## src/rtl/sram_ctrl_pkg.sv

```systemverilog
package sram_ctrl_pkg;

  typedef enum logic [2:0] {
    ST_IDLE,
    ST_RD_SETUP,
    ST_RD_WAIT,
    ST_RD_DONE,
    ST_WR_TURN,
    ST_WR_PULSE,
    ST_WR_RECOVER,
    ST_DONE
  } ctrl_state_e;

  // internal active-high view of the pin strobes
  typedef struct packed {
    logic sel;
    logic oe;
    logic we;
    logic drive;
    logic done;
  } strobe_t;

  // minimum time in ns -> clocks, rounded up, never below one
  function automatic int unsigned ns_to_cycles(int unsigned t_ns, int unsigned per_ns);
    int unsigned c;
    c = (t_ns + per_ns - 1) / per_ns;
    return (c == 0) ? 1 : c;
  endfunction

  function automatic int unsigned umax(int unsigned a, int unsigned b);
    return (a > b) ? a : b;
  endfunction

endpackage

```

## src/rtl/sram_wait_timer.sv

```systemverilog
module sram_wait_timer #(
  parameter int W = 3
) (
  input  logic         clk,
  input  logic         rst_n,
  input  logic         load,
  input  logic [W-1:0] load_val,
  output logic         expired
);

  logic [W-1:0] cnt_q;

  always_ff @(posedge clk or negedge rst_n) begin
    if (!rst_n)            cnt_q <= '0;
    else if (load)         cnt_q <= load_val;
    else if (cnt_q != '0)  cnt_q <= cnt_q - W'(1);
  end

  assign expired = (cnt_q == '0);

  // R4 / R5 strobe lengths depend on a steady one-per-clock countdown
  assert_count_down_R4: assert property (@(posedge clk) disable iff (!rst_n)
    (!load && cnt_q != '0) |=> (cnt_q == $past(cnt_q) - W'(1)));

endmodule

```

## src/rtl/sram_req_latch.sv

```systemverilog
module sram_req_latch #(
  parameter int ADDR_W = 17,
  parameter int DATA_W = 8
) (
  input  logic              clk,
  input  logic              rst_n,
  input  logic              load,
  input  logic [ADDR_W-1:0] addr_in,
  input  logic [DATA_W-1:0] wdata_in,
  input  logic              capture,
  input  logic [DATA_W-1:0] rdata_in,
  output logic [ADDR_W-1:0] addr_q,
  output logic [DATA_W-1:0] wdata_q,
  output logic [DATA_W-1:0] rdata_q
);

  always_ff @(posedge clk or negedge rst_n) begin
    if (!rst_n) begin
      addr_q  <= '0;
      wdata_q <= '0;
    end else if (load) begin
      addr_q  <= addr_in;
      wdata_q <= wdata_in;
    end
  end

  always_ff @(posedge clk or negedge rst_n) begin
    if (!rst_n)       rdata_q <= '0;
    else if (capture) rdata_q <= rdata_in;
  end

endmodule

```

## src/rtl/sram_ctrl_fsm.sv

```systemverilog
module sram_ctrl_fsm
  import sram_ctrl_pkg::*;
#(
  parameter int RD_CYC   = 7,
  parameter int TURN_CYC = 4,
  parameter int WP_CYC   = 5,
  parameter int TMR_W    = 3
) (
  input  logic             clk,
  input  logic             rst_n,
  input  logic             req_valid,
  input  logic             req_write,
  input  logic             tmr_expired,
  output logic             tmr_load,
  output logic [TMR_W-1:0] tmr_val,
  output logic             req_ready,
  output logic             accept,
  output logic             capture,
  output logic             sel_o,
  output logic             oe_o,
  output logic             we_o,
  output logic             drive_o,
  output logic             done_o
);

  // RD_SETUP always lasts one clock, the wait covers the rest of RD_CYC
  localparam int RD_WAIT_CYC = (RD_CYC > 1) ? RD_CYC - 1 : 1;

  ctrl_state_e state_q, state_d;
  strobe_t     strb_q;

  function automatic strobe_t decode(ctrl_state_e s);
    strobe_t o;
    o = '0;
    case (s)
      ST_RD_SETUP, ST_RD_WAIT: begin o.sel = 1'b1; o.oe = 1'b1; end
      ST_WR_TURN:              o.sel = 1'b1;
      ST_WR_PULSE:             begin o.sel = 1'b1; o.we = 1'b1; o.drive = 1'b1; end
      ST_WR_RECOVER:           begin o.sel = 1'b1; o.drive = 1'b1; end
      ST_DONE:                 o.done = 1'b1;
      default:                 o = '0;
    endcase
    return o;
  endfunction

  always_comb begin
    state_d  = state_q;
    tmr_load = 1'b0;
    tmr_val  = '0;
    case (state_q)
      ST_IDLE: if (req_valid) begin
        tmr_load = 1'b1;
        if (req_write) begin
          state_d = ST_WR_TURN;
          tmr_val = TMR_W'(TURN_CYC - 1);
        end else begin
          state_d = ST_RD_SETUP;
          tmr_val = '0;
        end
      end
      ST_RD_SETUP: if (tmr_expired) begin
        state_d  = ST_RD_WAIT;
        tmr_load = 1'b1;
        tmr_val  = TMR_W'(RD_WAIT_CYC - 1);
      end
      ST_RD_WAIT:    if (tmr_expired) state_d = ST_RD_DONE;
      ST_RD_DONE:    state_d = ST_DONE;
      ST_WR_TURN: if (tmr_expired) begin
        state_d  = ST_WR_PULSE;
        tmr_load = 1'b1;
        tmr_val  = TMR_W'(WP_CYC - 1);
      end
      ST_WR_PULSE:   if (tmr_expired) state_d = ST_WR_RECOVER;
      ST_WR_RECOVER: state_d = ST_DONE;
      ST_DONE:       state_d = ST_IDLE;
      default:       state_d = ST_IDLE;
    endcase
  end

  always_ff @(posedge clk or negedge rst_n) begin
    if (!rst_n) begin
      state_q <= ST_IDLE;
      strb_q  <= '0;
    end else begin
      state_q <= state_d;
      strb_q  <= decode(state_d);
    end
  end

  assign req_ready = (state_q == ST_IDLE);
  assign accept    = req_ready && req_valid;
  assign capture   = (state_q == ST_RD_WAIT) && tmr_expired;

  assign sel_o   = strb_q.sel;
  assign oe_o    = strb_q.oe;
  assign we_o    = strb_q.we;
  assign drive_o = strb_q.drive;
  assign done_o  = strb_q.done;

  assert_strobe_excl_R7: assert property (@(posedge clk) disable iff (!rst_n)
    !(strb_q.we && strb_q.oe));

  assert_done_pulse_R8: assert property (@(posedge clk) disable iff (!rst_n)
    strb_q.done |=> !strb_q.done);

  assert_no_drive_in_read_R6: assert property (@(posedge clk) disable iff (!rst_n)
    strb_q.oe |-> !strb_q.drive);

  assert_release_before_drive_R6: assert property (@(posedge clk) disable iff (!rst_n)
    $fell(strb_q.oe) |-> !strb_q.drive);

  assert_write_selected_R5: assert property (@(posedge clk) disable iff (!rst_n)
    strb_q.we |-> (strb_q.sel && strb_q.drive));

endmodule

```

## src/rtl/sram_async_ctrl.sv

```systemverilog
module sram_async_ctrl
  import sram_ctrl_pkg::*;
#(
  parameter int CLK_PERIOD_NS = 10,
  parameter int ADDR_W        = 17,
  parameter int DATA_W        = 8,
  parameter int T_RC_NS       = 70,
  parameter int T_AA_NS       = 70,
  parameter int T_OE_NS       = 50,
  parameter int T_WP_NS       = 50,
  parameter int T_AW_NS       = 70,
  parameter int T_DW_NS       = 30,
  parameter int T_REL_NS      = 35
) (
  input  logic              clk,
  input  logic              rst_n,
  input  logic              req_valid,
  output logic              req_ready,
  input  logic              req_write,
  input  logic [ADDR_W-1:0] req_addr,
  input  logic [DATA_W-1:0] req_wdata,
  output logic              rsp_done,
  output logic [DATA_W-1:0] rsp_rdata,
  output logic [ADDR_W-1:0] sram_addr,
  output logic              sram_ce1_n,
  output logic              sram_ce2,
  output logic              sram_we_n,
  output logic              sram_oe_n,
  output logic [DATA_W-1:0] sram_dq_out,
  input  logic [DATA_W-1:0] sram_dq_in,
  output logic              sram_dq_oe
);

  localparam int RD_CYC   = int'(umax(umax(ns_to_cycles(T_RC_NS, CLK_PERIOD_NS),
                                           ns_to_cycles(T_AA_NS, CLK_PERIOD_NS)),
                                      ns_to_cycles(T_OE_NS, CLK_PERIOD_NS)));
  localparam int TURN_CYC = int'(ns_to_cycles(T_REL_NS, CLK_PERIOD_NS));
  localparam int AW_CYC   = int'(ns_to_cycles(T_AW_NS, CLK_PERIOD_NS));
  localparam int AW_LEFT  = (AW_CYC > TURN_CYC) ? AW_CYC - TURN_CYC : 1;
  localparam int WP_CYC   = int'(umax(umax(ns_to_cycles(T_WP_NS, CLK_PERIOD_NS),
                                           ns_to_cycles(T_DW_NS, CLK_PERIOD_NS)),
                                      AW_LEFT));
  localparam int MAX_CYC  = int'(umax(umax(RD_CYC, TURN_CYC), WP_CYC));
  localparam int TMR_W    = $clog2(MAX_CYC + 1);

  logic             tmr_load, tmr_expired;
  logic [TMR_W-1:0] tmr_val;
  logic             accept, capture;
  logic             sel, oe, we, drive;

  sram_ctrl_fsm #(
    .RD_CYC  (RD_CYC),
    .TURN_CYC(TURN_CYC),
    .WP_CYC  (WP_CYC),
    .TMR_W   (TMR_W)
  ) u_fsm (
    .clk        (clk),
    .rst_n      (rst_n),
    .req_valid  (req_valid),
    .req_write  (req_write),
    .tmr_expired(tmr_expired),
    .tmr_load   (tmr_load),
    .tmr_val    (tmr_val),
    .req_ready  (req_ready),
    .accept     (accept),
    .capture    (capture),
    .sel_o      (sel),
    .oe_o       (oe),
    .we_o       (we),
    .drive_o    (drive),
    .done_o     (rsp_done)
  );

  sram_wait_timer #(.W(TMR_W)) u_timer (
    .clk     (clk),
    .rst_n   (rst_n),
    .load    (tmr_load),
    .load_val(tmr_val),
    .expired (tmr_expired)
  );

  sram_req_latch #(.ADDR_W(ADDR_W), .DATA_W(DATA_W)) u_latch (
    .clk     (clk),
    .rst_n   (rst_n),
    .load    (accept),
    .addr_in (req_addr),
    .wdata_in(req_wdata),
    .capture (capture),
    .rdata_in(sram_dq_in),
    .addr_q  (sram_addr),
    .wdata_q (sram_dq_out),
    .rdata_q (rsp_rdata)
  );

  assign sram_ce1_n = ~sel;
  assign sram_ce2   = sel;
  assign sram_we_n  = ~we;
  assign sram_oe_n  = ~oe;
  assign sram_dq_oe = drive;

  assert_addr_hold_R9: assert property (@(posedge clk) disable iff (!rst_n)
    !sram_we_n |=> $stable(sram_addr));

  assert_busy_no_effect_R2: assert property (@(posedge clk) disable iff (!rst_n)
    !req_ready |=> $stable(sram_addr));

  assert_idle_deselect_R8: assert property (@(posedge clk) disable iff (!rst_n)
    req_ready |-> (sram_ce1_n && !sram_ce2));

endmodule

```

## config.mk

```make
export PLATFORM = sky130hd
export DESIGN_NAME = sram_async_ctrl
export DESIGN_NICKNAME = d
export VERILOG_FILES = /design/src/rtl/sram_ctrl_pkg.sv /design/src/rtl/sram_wait_timer.sv /design/src/rtl/sram_req_latch.sv /design/src/rtl/sram_ctrl_fsm.sv /design/src/rtl/sram_async_ctrl.sv
export SDC_FILE = /design/constraint.sdc
export NUM_CORES = 1
export LEC_CHECK = 0
export CELL_PAD_IN_SITES_DETAIL_PLACEMENT = 1
export CELL_PAD_IN_SITES_GLOBAL_PLACEMENT = 1
export CORE_MARGIN = 2
export CORE_UTILIZATION = 34
export DETAILED_ROUTE_END_ITERATION = 6
export PLACE_DENSITY = 0.87
export SETUP_SLACK_MARGIN = 0.2
export SLEW_MARGIN = 20
export SYNTH_ARGS = -nofsm -noshare
export SYNTH_HDL_FRONTEND = slang
export SYNTH_HIERARCHICAL = 1
export SYNTH_SLANG_ARGS = --single-unit
```

## constraint.sdc

```tcl
create_clock -name clk -period 2.5 [get_ports clk]
set_clock_uncertainty 0.05 [all_clocks]
set_input_delay 0.5 -clock clk [delete_from_list [all_inputs] [get_ports clk]]
set_output_delay 0.5 -clock clk [all_outputs]
set_load 0.05 [all_outputs]
```

==> results.py <==
metrics = {
    "run_status": {
        "status": "complete, no violations",
    },
    "cells_and_area": {
        "nets": 265,
        "n_antenna_cell": 0,
        "syn_to_final_growth_pct": 44.0,
        "drive_above_1_share": 0.247,
        "num-fill-cells": 618,
    },
    "power": {
        "p_comb_frac": 0.584,
        "switching_share": 0.460,
        "clockPowerShare": 0.120,
        "p_leak_nw": 1.28,
        "seqPwrFrac": 0.296,
        "internal_power_mw": 2.38,
        "powerDensity_mw_per_mm2": 1490,
        "p_sw_mw": 2.03,
        "ir_drop_v": 0.000711,
    },
    "drt": {
        "vias": 1434,
        "wl_per_cell_um": 16.5,
        "ant_nets": 0,
        "viasPerCell": 4.75,
        "remaining_drc_errors": 0,
        "firstDrtPassIters": 4,
        "drt_iter0_markers": 61,
        "wirelength_mm": 5.00,
    },
    "yosys": {
        "syn_area_per_cell_um2": 14.0,
        "ys_seq_area_frac": 0.534,
        "ys.flop_type": "dfrtp_1",
        "async_flop_share": 1.00,
        "syn_nets": 186,
        "synth-edff-count": 0,
        "synth_seq_cells": 44,
        "synthCells": 147,
        "synth_area_mm2": 0.00206,
        "yosysWarningCount": 6,
        "ys_types": 34,
    },
    "clock_tree": {
        "insertion_delay_ns": 0.29,
        "clkSinkCount": 44,
        "cts_tree": "yes",
        "cts.clk_slew.worst_paths_ns": 0.08,
        "htree_levels": 2,
        "numCtsBuffers": 5,
        "root_buffer": "clkbuf_8",
        "clockBufferDepth": 2,
    },
    "worst_setup_path": {
        "path_depth": 2,
        "critPathLaunch": "u_fsm/sel_o",
        "crit_family": "buffers and inverters",
        "critPathMaxStageDelay_ns": 0.79,
        "crit_path_max_fanout": 2,
        "path_class": "flop to output port",
        "rr_endpoint": "u_timer/cnt_q[0]",
        "start_kind": "flop",
        "r2r_cells": 9,
        "worst-endpoint-arrival_ns": 1.55,
        "slowest_stage": "clkdlybuf4s50_1",
        "cp-endpoint": "sram_ce1_n",
        "path_cells": "inv_1, clkdlybuf4s50_1",
        "crit_required_ns": 1.95,
        "cp-end-kind": "output port",
        "r2r-start": "u_timer/cnt_q[0]",
        "r2r_slack_ns": 0.48,
        "worst-path-buf-inv": 2,
    },
    "place": {
        "port_buffers": 76,
        "globalplace.congestion": 0.785,
        "dpl_worst_slack_ns": 0.247,
        "hpwl_mm": 3.70,
    },
    "floorplan": {
        "boundaryPins": 77,
        "initial_core_util": 0.351,
        "die-area_mm2": 0.00671,
        "core_area_mm2": 0.00589,
        "row_count": 28,
        "dieWidth_um": 81.9,
        "die_h_um": 81.9,
    },
    "timing": {
        "rsz0062_at_grt": "false",
        "holdWs_ns": 0.462,
        "finalHoldViolCount": 0,
        "max_freq_mhz": 476,
        "maxSlewViolCount": 0,
        "max_slew_margin": 0.611,
        "setup_violations": 0,
        "period_share": 0.840,
        "setup_slack_ns": 0.400,
        "timing.setup.tns_ns": 0,
        "worst_pin_slew_ns": 0.583,
        "min_period_ns": 2.10,
    },
    "grt": {
        "grt_pass1_vias": 1518,
        "grt_pass1_wl_mm": 7.60,
        "grt_overflow": 0,
        "grt_usage": 0.153,
        "grt_max_degree": 44,
        "grt_antenna_before_repair": 0,
    },
    "hold_path": {
        "hp-class": "flop to flop",
    },
    "flow_run": {
        "drv_cap": 0,
    },
}
-- layout by cell type (no fill, tap or decap), drive strengths merged --
cell type / netlist / final
inv: 9 / 9
a31oi: 2 / 2
buf: 10 / 7
a221oi: 1 / 1
o21ai: 1 / 1
nand3b: 1 / 1
xnor2: 2 / 2
mux2: 33 / 33
ha: 2 / 2
clkdlybuf4s50: 0 / 74
a311oi: 1 / 1
clkinv: 0 / 1
a32o: 1 / 1
nor3: 3 / 3
nor4b: 2 / 2
bufinv: 0 / 1
a211oi: 4 / 4
and3: 2 / 2
a21oi: 3 / 3
o221ai: 1 / 1
dlygate4sd3: 0 / 1
nand2: 5 / 5
dfrtp: 44 / 44
nor2: 8 / 8
and2: 1 / 1
nand2b: 5 / 5
o32ai: 1 / 1
clkbuf: 0 / 6
nor2b: 4 / 4
or3b: 1 / 1
-- synthesized netlist by cell type, types with 2 or more instances --
cell	number	area, um2
a211oi_1	3	22.5
a21oi_1	2	10.0
a31oi_1	2	12.5
buf_12	3	60.1
buf_6	6	67.6
dfrtp_1	44	1100
ha_1	2	25.0
inv_1	9	33.8
mux2_2	13	146
mux2_4	20	300
nand2_1	3	11.3
nand2_2	2	12.5
nand2b_1	5	31.3
nor2_1	7	26.3
nor2b_1	3	18.8
nor3_1	3	15.0
nor4b_1	2	17.5
xnor2_1	2	17.5
-- through the flow --
stage / power (mW) / area, um2 / util / std cells
final: 4.41 / 2970 / 0.505 / 302
after global routing: 4.66 / 2970 / 0.505 / 302
after CTS: 4.46 / 2970 / 0.505 / 302
after detailed placement: 3.91 / 2850 / 0.485 / 293
after global placement: 3.81 / 2850 / 0.485 / 293
after floorplan: 3.15 / 2060 / - / 147
-- power by group through the flow --
| stage | logic, mW | registers (mW) | clock network, mW |
|---|---|---|---|
| floorplan | 1.04 | 2.11 | 0 |
| global placement | 2.51 | 1.30 | 0 |
| detailed placement | 2.58 | 1.33 | 0 |
| CTS | 2.60 | 1.32 | 0.552 |
| global route | 2.71 | 1.36 | 0.584 |
| finish | 2.58 | 1.31 | 0.530 |
-- worst min path at each step --
stage                                   from                 end  slack (ns)  cells after the start
final                     u_latch/wdata_q[0]  u_latch/wdata_q[0]        0.46                      1
after global routing                   rst_n  u_latch/addr_q[13]        0.48                      2
after CTS                              rst_n  u_latch/addr_q[13]        0.46                      2
after detailed placement               rst_n  u_latch/addr_q[13]        0.25                      1
after global placement                 rst_n  u_latch/addr_q[13]        0.25                      1
after floorplan                        rst_n        u_fsm/done_o        0.15                      0
-- worst register-to-register path, stage by stage, from the launching register on --
cell and delay [ns]:
dfrtp_1 0.38, inv_1 0.07, ha_1 0.24, nand2b_1 0.15, inv_2 0.12, a211oi_1 0.25, a211oi_1 0.08, buf_4 0.19
nor4b_1 0.28, a221oi_1 0.08
-- sequential cells by signal, summed over array words and instances (netlist names) --
name	cells
u_latch/addr_q	17
u_fsm/drive_o	1
u_latch/rdata_q	8
u_fsm/state_q	3
u_fsm/oe_o	1
u_latch/wdata_q	8
u_timer/cnt_q	3
u_fsm/done_o	1
u_fsm/sel_o	1
u_fsm/we_o	1
-- area by class of cell --
| cell class | instances | area (um2) | share of cell area |
|---|---|---|---|
| Sequential cell | 44 | 1100 | 0.371 |
| Timing Repair Buffer | 82 | 838 | 0.282 |
| Multi-Input combinational cell | 84 | 796 | 0.268 |
| Tap cell | 75 | 93.8 | 0.0316 |
| Clock buffer | 6 | 72.6 | 0.0244 |
| Clock inverter | 2 | 35.0 | 0.0118 |
| Inverter | 9 | 33.8 | 0.0114 |
-- timing repair --
| action | CTS | global route |
|---|---|---|
| setup buffers | 0 | 0 |
| endpoints found under the hold margin | 1 | 0 |
| hold buffers | 1 | 0 |
| resized for setup | 0 | 1 |
| setup endpoints to repair | 0 | 2 |
-- kinds of logic (layout without fill, tap and decap cells) --
family,Yosys count,count (layout),share of synthesized area
and+or+nand+nor,32,32,0.0922
muxes,33,33,0.216
AOI/OAI and AO/OA,15,15,0.0564
DFF,44,44,0.534
buffers and inverters,19,99,0.0807
xor gates and xnor gates,2,2,0.00849
adders and majority gates,2,2,0.0121
-- metal layers --
metal	track usage	wire [um]
met4	0.0500	46
met5	0	0
met3	0.0407	304
met1	0.180	2080
met2	0.269	2570
No activity file was read; power rests on OpenSTA's default activity.
